$ cat src/rtl/irq_mask_pkg.sv
// Shared constants for the masked interrupt controller.
// Assumes a 3-bit register select on both the write and read ports.
package irq_mask_pkg;
    localparam logic [2:0] SEL_PEND_LO = 3'd0;
    localparam logic [2:0] SEL_PEND_HI = 3'd1;
    localparam logic [2:0] SEL_MASK_LO = 3'd2;
    localparam logic [2:0] SEL_MASK_HI = 3'd3;
    localparam logic [2:0] SEL_MASTER  = 3'd4;
    localparam int unsigned NUM_HALVES = 2;
endpackage

$ cat src/rtl/irq_pend_bank.sv
// Pending bank: latches request pulses and clears bits on write-one acknowledge.
// Assumes each acknowledge strobe is already decoded to one half; set wins over clear.
module irq_pend_bank #(
    parameter int unsigned HALF_W = 16,
    localparam int unsigned NUM_SRC = 2 * HALF_W
) (
    input  logic               clk,
    input  logic               rst_n,
    input  logic [NUM_SRC-1:0] req_i,
    input  logic [1:0]         ack_we_i,
    input  logic [HALF_W-1:0]  ack_data_i,
    output logic [NUM_SRC-1:0] pend_q,
    output logic [NUM_SRC-1:0] pend_nxt
);
    logic [NUM_SRC-1:0] clr_vec;

    // Place the acknowledge data in the half picked by its strobe.
    generate
        for (genvar h = 0; h < 2; h++) begin : g_half
            assign clr_vec[h*HALF_W +: HALF_W] = ack_we_i[h] ? ack_data_i : '0;
        end
    endgenerate

    // Next pending set: clear acknowledged bits, then OR in new requests.
    always_comb begin
        pend_nxt = (pend_q & ~clr_vec) | req_i;
    end

    // Pending register update.
    always_ff @(posedge clk) begin
        if (!rst_n) pend_q <= '0;
        else        pend_q <= pend_nxt;
    end

    AST_REQ_LATCHED: assert property (@(posedge clk) disable iff (!rst_n)
        (|req_i) |=> ((pend_q & $past(req_i)) == $past(req_i)));

    AST_ACK_CLEARS_LOW: assert property (@(posedge clk) disable iff (!rst_n)
        (ack_we_i[0] && req_i[HALF_W-1:0] == '0) |=>
        ((pend_q[HALF_W-1:0] & $past(ack_data_i)) == '0));
endmodule

$ cat src/rtl/irq_mask_regs.sv
// Enable storage: the 32-bit source mask in two halves plus the one-bit global enable.
// Assumes write strobes are already decoded; only data bit 0 reaches the global enable.
module irq_mask_regs #(
    parameter int unsigned HALF_W = 16,
    localparam int unsigned NUM_SRC = 2 * HALF_W
) (
    input  logic               clk,
    input  logic               rst_n,
    input  logic [1:0]         mask_we_i,
    input  logic               master_we_i,
    input  logic [HALF_W-1:0]  wr_data_i,
    output logic [NUM_SRC-1:0] mask_q,
    output logic [NUM_SRC-1:0] mask_nxt,
    output logic               master_q,
    output logic               master_nxt
);
    // Next mask value: each half replaced only by its own strobe.
    generate
        for (genvar h = 0; h < 2; h++) begin : g_half
            assign mask_nxt[h*HALF_W +: HALF_W] =
                mask_we_i[h] ? wr_data_i : mask_q[h*HALF_W +: HALF_W];
        end
    endgenerate

    // Next global enable keeps bit 0 of the written data only.
    always_comb begin
        master_nxt = master_we_i ? wr_data_i[0] : master_q;
    end

    // Enable register update.
    always_ff @(posedge clk) begin
        if (!rst_n) begin
            mask_q   <= '0;
            master_q <= 1'b0;
        end else begin
            mask_q   <= mask_nxt;
            master_q <= master_nxt;
        end
    end

    AST_MASK_LOW_HOLDS: assert property (@(posedge clk) disable iff (!rst_n)
        !mask_we_i[0] |=> $stable(mask_q[HALF_W-1:0]));
endmodule

$ cat src/rtl/irq_signal_gen.sv
// Output stage: registered interrupt level from next-state values and a wake pulse.
// Assumes next-state inputs reflect this cycle's requests and writes.
module irq_signal_gen #(
    parameter int unsigned NUM_SRC = 32
) (
    input  logic               clk,
    input  logic               rst_n,
    input  logic [NUM_SRC-1:0] req_i,
    input  logic [NUM_SRC-1:0] mask_q,
    input  logic [NUM_SRC-1:0] mask_nxt,
    input  logic [NUM_SRC-1:0] pend_nxt,
    input  logic               master_nxt,
    output logic               irq_o,
    output logic               wake_o
);
    logic hit_any;
    logic wake_hit;

    // Decide interrupt and wake conditions.
    always_comb begin
        hit_any  = |(mask_nxt & pend_nxt);
        wake_hit = |(req_i & mask_q);
    end

    // Register both outputs.
    always_ff @(posedge clk) begin
        if (!rst_n) begin
            irq_o  <= 1'b0;
            wake_o <= 1'b0;
        end else begin
            irq_o  <= master_nxt & hit_any;
            wake_o <= wake_hit;
        end
    end

    AST_WAKE_IGNORES_MASTER: assert property (@(posedge clk) disable iff (!rst_n)
        (|(req_i & mask_q)) |=> wake_o);
endmodule

$ cat src/rtl/irq_mask_ctrl.sv
// Two-level masked interrupt controller top: write decode, readback and submodule wiring.
// Assumes one register access per cycle through a 16-bit port with a 3-bit select.
module irq_mask_ctrl
    import irq_mask_pkg::*;
#(
    parameter int unsigned HALF_W = 16,
    localparam int unsigned NUM_SRC = 2 * HALF_W
) (
    input  logic               clk,
    input  logic               rst_n,
    input  logic [NUM_SRC-1:0] req_i,
    input  logic               wr_en_i,
    input  logic [2:0]         wr_sel_i,
    input  logic [HALF_W-1:0]  wr_data_i,
    input  logic [2:0]         rd_sel_i,
    output logic [HALF_W-1:0]  rd_data_o,
    output logic               irq_o,
    output logic               wake_o
);
    logic [1:0]         ack_we;
    logic [1:0]         mask_we;
    logic               master_we;
    logic [NUM_SRC-1:0] pend_q;
    logic [NUM_SRC-1:0] pend_nxt;
    logic [NUM_SRC-1:0] mask_q;
    logic [NUM_SRC-1:0] mask_nxt;
    logic               master_q;
    logic               master_nxt;

    // Decode the write select into per-register strobes.
    always_comb begin
        ack_we[0]  = wr_en_i && (wr_sel_i == SEL_PEND_LO);
        ack_we[1]  = wr_en_i && (wr_sel_i == SEL_PEND_HI);
        mask_we[0] = wr_en_i && (wr_sel_i == SEL_MASK_LO);
        mask_we[1] = wr_en_i && (wr_sel_i == SEL_MASK_HI);
        master_we  = wr_en_i && (wr_sel_i == SEL_MASTER);
    end

    irq_pend_bank #(.HALF_W(HALF_W)) pend_i (
        .clk        (clk),
        .rst_n      (rst_n),
        .req_i      (req_i),
        .ack_we_i   (ack_we),
        .ack_data_i (wr_data_i),
        .pend_q     (pend_q),
        .pend_nxt   (pend_nxt)
    );

    irq_mask_regs #(.HALF_W(HALF_W)) regs_i (
        .clk         (clk),
        .rst_n       (rst_n),
        .mask_we_i   (mask_we),
        .master_we_i (master_we),
        .wr_data_i   (wr_data_i),
        .mask_q      (mask_q),
        .mask_nxt    (mask_nxt),
        .master_q    (master_q),
        .master_nxt  (master_nxt)
    );

    irq_signal_gen #(.NUM_SRC(NUM_SRC)) sig_i (
        .clk        (clk),
        .rst_n      (rst_n),
        .req_i      (req_i),
        .mask_q     (mask_q),
        .mask_nxt   (mask_nxt),
        .pend_nxt   (pend_nxt),
        .master_nxt (master_nxt),
        .irq_o      (irq_o),
        .wake_o     (wake_o)
    );

    // Combinational readback; unused selects return zero.
    always_comb begin
        case (rd_sel_i)
            SEL_PEND_LO: rd_data_o = pend_q[HALF_W-1:0];
            SEL_PEND_HI: rd_data_o = pend_q[NUM_SRC-1:HALF_W];
            SEL_MASK_LO: rd_data_o = mask_q[HALF_W-1:0];
            SEL_MASK_HI: rd_data_o = mask_q[NUM_SRC-1:HALF_W];
            SEL_MASTER:  rd_data_o = {{(HALF_W-1){1'b0}}, master_q};
            default:     rd_data_o = '0;
        endcase
    end

    AST_IRQ_LEVEL: assert property (@(posedge clk) disable iff (!rst_n)
        irq_o == (master_q && (|(mask_q & pend_q))));

    AST_MASTER_PAD: assert property (@(posedge clk) disable iff (!rst_n)
        (rd_sel_i == SEL_MASTER) |-> (rd_data_o[HALF_W-1:1] == '0));

    AST_SPARE_READ_ZERO: assert property (@(posedge clk) disable iff (!rst_n)
        (rd_sel_i > SEL_MASTER) |-> (rd_data_o == '0));
endmodule

$ cat config.mk
export PLATFORM = sky130hd
export DESIGN_NAME = irq_mask_ctrl
export DESIGN_NICKNAME = d
export VERILOG_FILES = /design/src/rtl/irq_mask_pkg.sv /design/src/rtl/irq_pend_bank.sv /design/src/rtl/irq_mask_regs.sv /design/src/rtl/irq_signal_gen.sv /design/src/rtl/irq_mask_ctrl.sv
export SDC_FILE = /design/constraint.sdc
export NUM_CORES = 1
export LEC_CHECK = 0
export ABC_AREA = 1
export CORE_ASPECT_RATIO = 1.2
export CORE_MARGIN = 10
export CORE_UTILIZATION = 58
export CTS_BUF_LIST = sky130_fd_sc_hd__clkbuf_4 sky130_fd_sc_hd__clkbuf_8
export DETAILED_ROUTE_END_ITERATION = 7
export PLACE_DENSITY = 0.9
export SYNTH_ARGS = -nofsm -noshare
export SYNTH_HDL_FRONTEND = slang
export SYNTH_SLANG_ARGS = --single-unit
$ cat constraint.sdc
create_clock -name clk -period 2.4 [get_ports clk]
set_clock_uncertainty 0.15 [all_clocks]
set_input_delay 0.24 -clock clk [delete_from_list [all_inputs] [get_ports clk]]
set_output_delay 0.24 -clock clk [all_outputs]
set_load 0.02 [all_outputs]
## Word level (Yosys, flattened, before mapping)

Index checks and enable logic that the tools add are counted.

- Register bits: 67
- Input port bits: 57
- Output and inout bits: 18
- Word-level logic and storage cells: 34

- Eq/ne operators: 8
- Multiplexer cells: 6
- Bitwise logic cells: 6
- Reductions and logical operators: 9

Operators by type and width:

| cell | count |
|---|---|
| bitwise AND 32 bit | 3 |
| case mux 16 bit (5 select lines) | 1 |
| 2-to-1 mux 16 bit | 4 |
| OR reduction 32 bit | 2 |
| inverter 32 bit | 1 |
| bitwise OR 32 bit | 1 |
| equality test 3 x 2 -> 1 bit (second input constant) | 4 |
| equality test 3 x 1 -> 1 bit (second input constant) | 2 |
| equality test 3 bit (second input constant) | 2 |
| logical NOT 3 bit | 2 |
| logical AND 1 bit | 5 |
| bitwise AND 1 bit | 1 |
| 2-to-1 mux 1 bit | 1 |

## Depth between registers and ports, before layout

- Depth after elaboration: 9
- Mapped depth: 13
- Depth with buffers taken out: 12

## Modules after synthesis

A second synthesis with hierarchy kept.

- Cell total of the unflattened synthesis: 746
- Area total of the unflattened synthesis: 4379.2 µm²

By module, submodules not included:

| module | instances | cells an instance | area each (µm²) | seq. area each (µm²) |
|---|---|---|---|---|
| irq_mask_regs | 1 | 260 | 1731.7 | 660.6 |
| irq_pend_bank | 1 | 200 | 1461.4 | 640.6 |
| irq_mask_ctrl | 1 | 156 | 663.1 | 0.0 |
| irq_signal_gen | 1 | 130 | 523.0 | 40.0 |

## Worst setup path before layout

Ideal clock, no wire load.

- Kind: input to output
- From: input rd_sel_i[2]
- To: output rd_data_o[2]
- Data arrival time: 1297 ps
- Data required time: 2010 ps
- Setup slack: 713 ps
- Stages on the path: 4
- Buffers on the path: 1
- Path through: nor3_1 -> clkbuf_1 -> nand2_1 -> o2111ai_1

- Cells in the longest elaborated chain, start to end: 2
- Elaborated cells between the ends (all ways): 6
- Classes of those cells: eq/ne: 4; mux: 1; reduce/logical: 1

RTL lines:

| what | RTL line | RTL |
|---|---|---|
| from (decl) | irq_mask_ctrl.sv:15 | `input logic [2:0] rd_sel_i,` |
| equality test 3 bit, or another cell as far along | irq_mask_ctrl.sv:75 | `case (rd_sel_i)` |
| case mux 16 bit (5 select lines) * | irq_mask_ctrl.sv:75 |  |
| to (decl) | irq_mask_ctrl.sv:16 | `output logic [HALF_W-1:0] rd_data_o,` |

Every way passes the cells marked *; elsewhere a longest branch is shown, timed or not.

## Worst setup path after layout

- From: input rd_sel_i[0]
- To: output rd_data_o[13]

The elaborated chain is that of the path after synthesis.

==> impl_metrics.json <==
{
  "synth_cell_area_mm2": 0.003704,
  "layout_min_cycle_time_ps": 2230,
  "required_time_at_the_endpoint_of_the_critical_path_ps": 2010,
  "share_seq_of_total_power_pct": 42.7,
  "die_h_um": 107.5,
  "io_buffers": 74,
  "tritoncts.num_buffers": 9,
  "detailroute.via_count": 4496,
  "crit_fanout": 9,
  "synth_seq_cells": 67,
  "yosys-top-cells-area": "sky130_fd_sc_hd__dfxtp_1 (36%), sky130_fd_sc_hd__nand2_1 (25%), sky130_fd_sc_hd__a21oi_1 (7.7%), sky130_fd_sc_hd__inv_1 (6.0%), sky130_fd_sc_hd__nand3_1 (5.0%)",
  "root_buffer": "sky130_fd_sc_hd__clkbuf_8",
  "placed_cells_incl_taps": 755,
  "synth_compound_gate_area_share_pct": 13.78,
  "core.rowCount": 31,
  "layout-area-overhead-vs-synth_pct": 32.87,
  "cts_tree": "yes",
  "drt-pass1-iter-count": 6,
  "initial_core_util_pct": 60.43,
  "final_nets": 741,
  "p_comb_share_pct": 17.9,
  "crit_path_frequent_cell": "sky130_fd_sc_hd__buf_4",
  "drt-vias-per-instance": 5.831,
  "clk-insertion-delay-late_ps": 360,
  "syn_avg_cell_area_um2": 6.299,
  "via_count_of_the_first_global_routing_pass": 4443,
  "clock_sink_count": 67,
  "post_drt_wl_per_cell_um": 17.37,
  "power_switching_share_pct": 27.51,
  "critPathTopFamily": "buffers and inverters",
  "dp_hpwl_mm": 10.10,
  "routabilityCongestion": 0.9506,
  "power_density_mw_per_mm2": 569.1,
  "drt_wl_total_mm": 13.39,
  "slew_viol_final": 0,
  "synth_fp_nets": 645,
  "htree_levels": 3,
  "ys.warnings.count": 0,
  "clk_transition_reported_paths_ps": 80,
  "number_of_antenna_violations_at_the_first_check_in_global_routing": 0,
  "power_frac_clock_pct": 39.4,
  "rrSetupSlack_ps": 840,
  "die_width_um": 92.95,
  "worst_setup_path_start_kind": "input pin",
  "internal-power_mw": 2.030,
  "design_power_total_mw": 2.801,
  "status": "finished, final reports clean",
  "synthXorXnorAreaFrac_pct": 0,
  "worstRegToRegCells": 5,
  "unrepaired_setup_endpoints_after_global_routing": "false",
  "post-route-drc-count": 0,
  "synth_sequential_area_ratio_pct": 36.22,
  "power.switching_uw": 770.5,
  "multiInputGateArea_mm2": 0.002021,
  "ys_types": 26,
  "diodes_inserted": 0,
  "p_leak_nw": 2.367,
  "worst_hold_path_type": "in2reg",
  "final_hold_viol_count": 0,
  "grt.overflow.total": 0,
  "hold_depth": 3,
  "critical_path.endpoint_type": "primary output",
  "die-area_mm2": 0.009995,
  "drive_gt1_share_pct": 10.60,
  "tightestPinTransition_ps": 577.0,
  "antenna_violating_nets_post_route": 0,
  "synth-adder-area-share_pct": 0,
  "slew_headroom_pct": 61.48,
  "ratio_of_final_minimum_period_to_clock_period_pct": 92.92,
  "grt_util_all_layers_pct": 26.56,
  "crit_chain": "clkdlybuf4s50_1 -> buf_4 -> nor3_2 -> buf_4 -> nand2_1 -> o2111ai_1 -> dlygate4sd2_1",
  "holdBufCountCts": 0,
  "timing.hold.worst_endpoint": "pend_i.pend_q[29]",
  "core_area_mm2": 0.006128,
  "largest_area_contributor_in_the_synthesized_netlist": "sky130_fd_sc_hd__dfxtp_1",
  "io_pins": 75,
  "filler_cell_count": 484,
  "cp.arrival_ps": 1840,
  "critical_path.slowest_cell": "sky130_fd_sc_hd__clkdlybuf4s50_1",
  "max_cap_violations": 0,
  "crit-reg2reg-launch": "regs_i.mask_q[12]",
  "buffer_and_inverter_count_on_the_worst_path": 4,
  "ir_worst_vdd_mv": 0.4271,
  "synth_top_family_by_area": "simple AND/OR/NAND/NOR gates",
  "setup_viol_count_final": 0,
  "setup.worst_path.class": "in2out",
  "crit_path_max_incr_delay_ps": 420,
  "min-delay-start": "req_i[29]",
  "max_freq_ghz": 0.4484,
  "drt-initial-drc-count": 608,
  "synth-simple-area-share_pct": 40.20,
  "grt_start_max_net_pins": 31,
  "end_of_the_worst_register_to_register_path": "sig_i.wake_o",
  "grt_pass1_wl_mm": 21.22,
  "synth_mux_area_share_pct": 0,
  "netlist.area_leader.share_pct": 36.22,
  "total_area_of_sequential_cells_mm2": 0.001341,
  "netlist_instances": 588,
  "cts_max_path_buffers": 2,
  "stdcell_count": 771
}
## cells in the mapped netlist, drive strengths merged
| cell | count |
|---|---|
| o2111ai | 8 |
| clkbuf | 10 |
| nand2 | 255 |
| buf | 12 |
| nand4 | 26 |
| nor3 | 7 |
| nand3 | 37 |
| o21a | 1 |
| o21ai | 12 |
| dfxtp | 67 |
| nor2 | 26 |
| a21oi | 57 |
| a221oi | 7 |
| inv | 62 |
| a22oi | 1 |
## flip-flops by register name, indices dropped and copies added (netlist names)
register,flops
pend_i.pend_q,32
regs_i.mask_q,32
regs_i.master_q,1
sig_i.irq_o,1
sig_i.wake_o,1
## per-stage QoR
| stage | util [%] | worst slack [ps] | TNS, ps | cell area [um2] | hold slack, ps |
|---|---|---|---|---|---|
| 2_1_floorplan | - | 713.1 | 0 | 3704 | 205.7 |
| 3_3_place_gp | 76.77 | -107.5 | -743.2 | 4705 | 317.0 |
| 3_5_place_dp | 76.77 | -219.1 | -1721 | 4705 | 325.9 |
| 4_1_cts | 80.30 | 202.1 | 0 | 4921 | 327.3 |
| 5_1_grt | 80.30 | 106.2 | 0 | 4921 | 354.7 |
| 6_report | 80.30 | 170.0 | 0 | 4921 | 328.6 |
## worst max path at each step
stage / from / to / slack (ps) / cells past startpoint
2_1_floorplan: rd_sel_i[2] / rd_data_o[2] / 710 / 4
3_3_place_gp: rd_sel_i[2] / rd_data_o[7] / -110 / 5
3_5_place_dp: rd_sel_i[2] / rd_data_o[3] / -220 / 5
4_1_cts: rd_sel_i[1] / rd_data_o[3] / 200 / 6
5_1_grt: rd_sel_i[0] / rd_data_o[13] / 110 / 7
6_report: rd_sel_i[0] / rd_data_o[13] / 170 / 7
## layout make-up
cell class | instances | share of cell area (%)
multi-input cells | 437 | 41.06
flip-flops and latches | 67 | 27.26
repair buffers | 107 | 20.16
inverters | 62 | 4.729
clock buffers | 12 | 3.229
well taps | 82 | 2.085
clock inverters | 4 | 1.475
## per-layer routing
layer | wire length (um) | up-vias | GRT usage [%]
li1 | - | 2110 | -
met1 | 5121 | 2065 | 29.82
met2 | 6366 | 260 | 45.19
met3 | 1310 | 61 | 6.909
met4 | 593 | 0 | 13.58
met5 | 0 | - | 0
## cell usage in the layout (no fill, tap or decap), drive strengths merged, types with 17 or more instances in the layout
cell type and n:
nand4 26, inv 62, dlygate4sd2 17, nand2 255, nor2 26, nand3 37, buf 33, a21oi 57
clkdlybuf4s50 57, dfxtp 67
## what timing repair did
item,CTS,global route
endpoints found under the hold margin,0,0
resized for setup,19,0
buffers inserted,0,0
setup endpoints to repair,16,0
## power groups by stage
stage               sequential (mW)  clock (mW)  combinational [mW]
floorplan                      1.22           0               0.244
global placement               1.22           0               0.483
detailed placement             1.22           0               0.493
CTS                            1.20        1.09               0.490
global route                   1.20        1.15               0.539
finish                         1.20        1.10               0.500
## cell families after synthesis
family,after synthesis
flops,67
simple gates,351
buf+inv,84
compound gates,86
## worst register-to-register path, stage by stage, from the launching register on
cell                       delay, ps
sky130_fd_sc_hd__dfxtp_1         340
sky130_fd_sc_hd__nand2_1         110
sky130_fd_sc_hd__nand2_1          90
sky130_fd_sc_hd__a221oi_1        390
sky130_fd_sc_hd__nand4_1         170
sky130_fd_sc_hd__o21a_1          200
(Power assumes the default switching activity.)
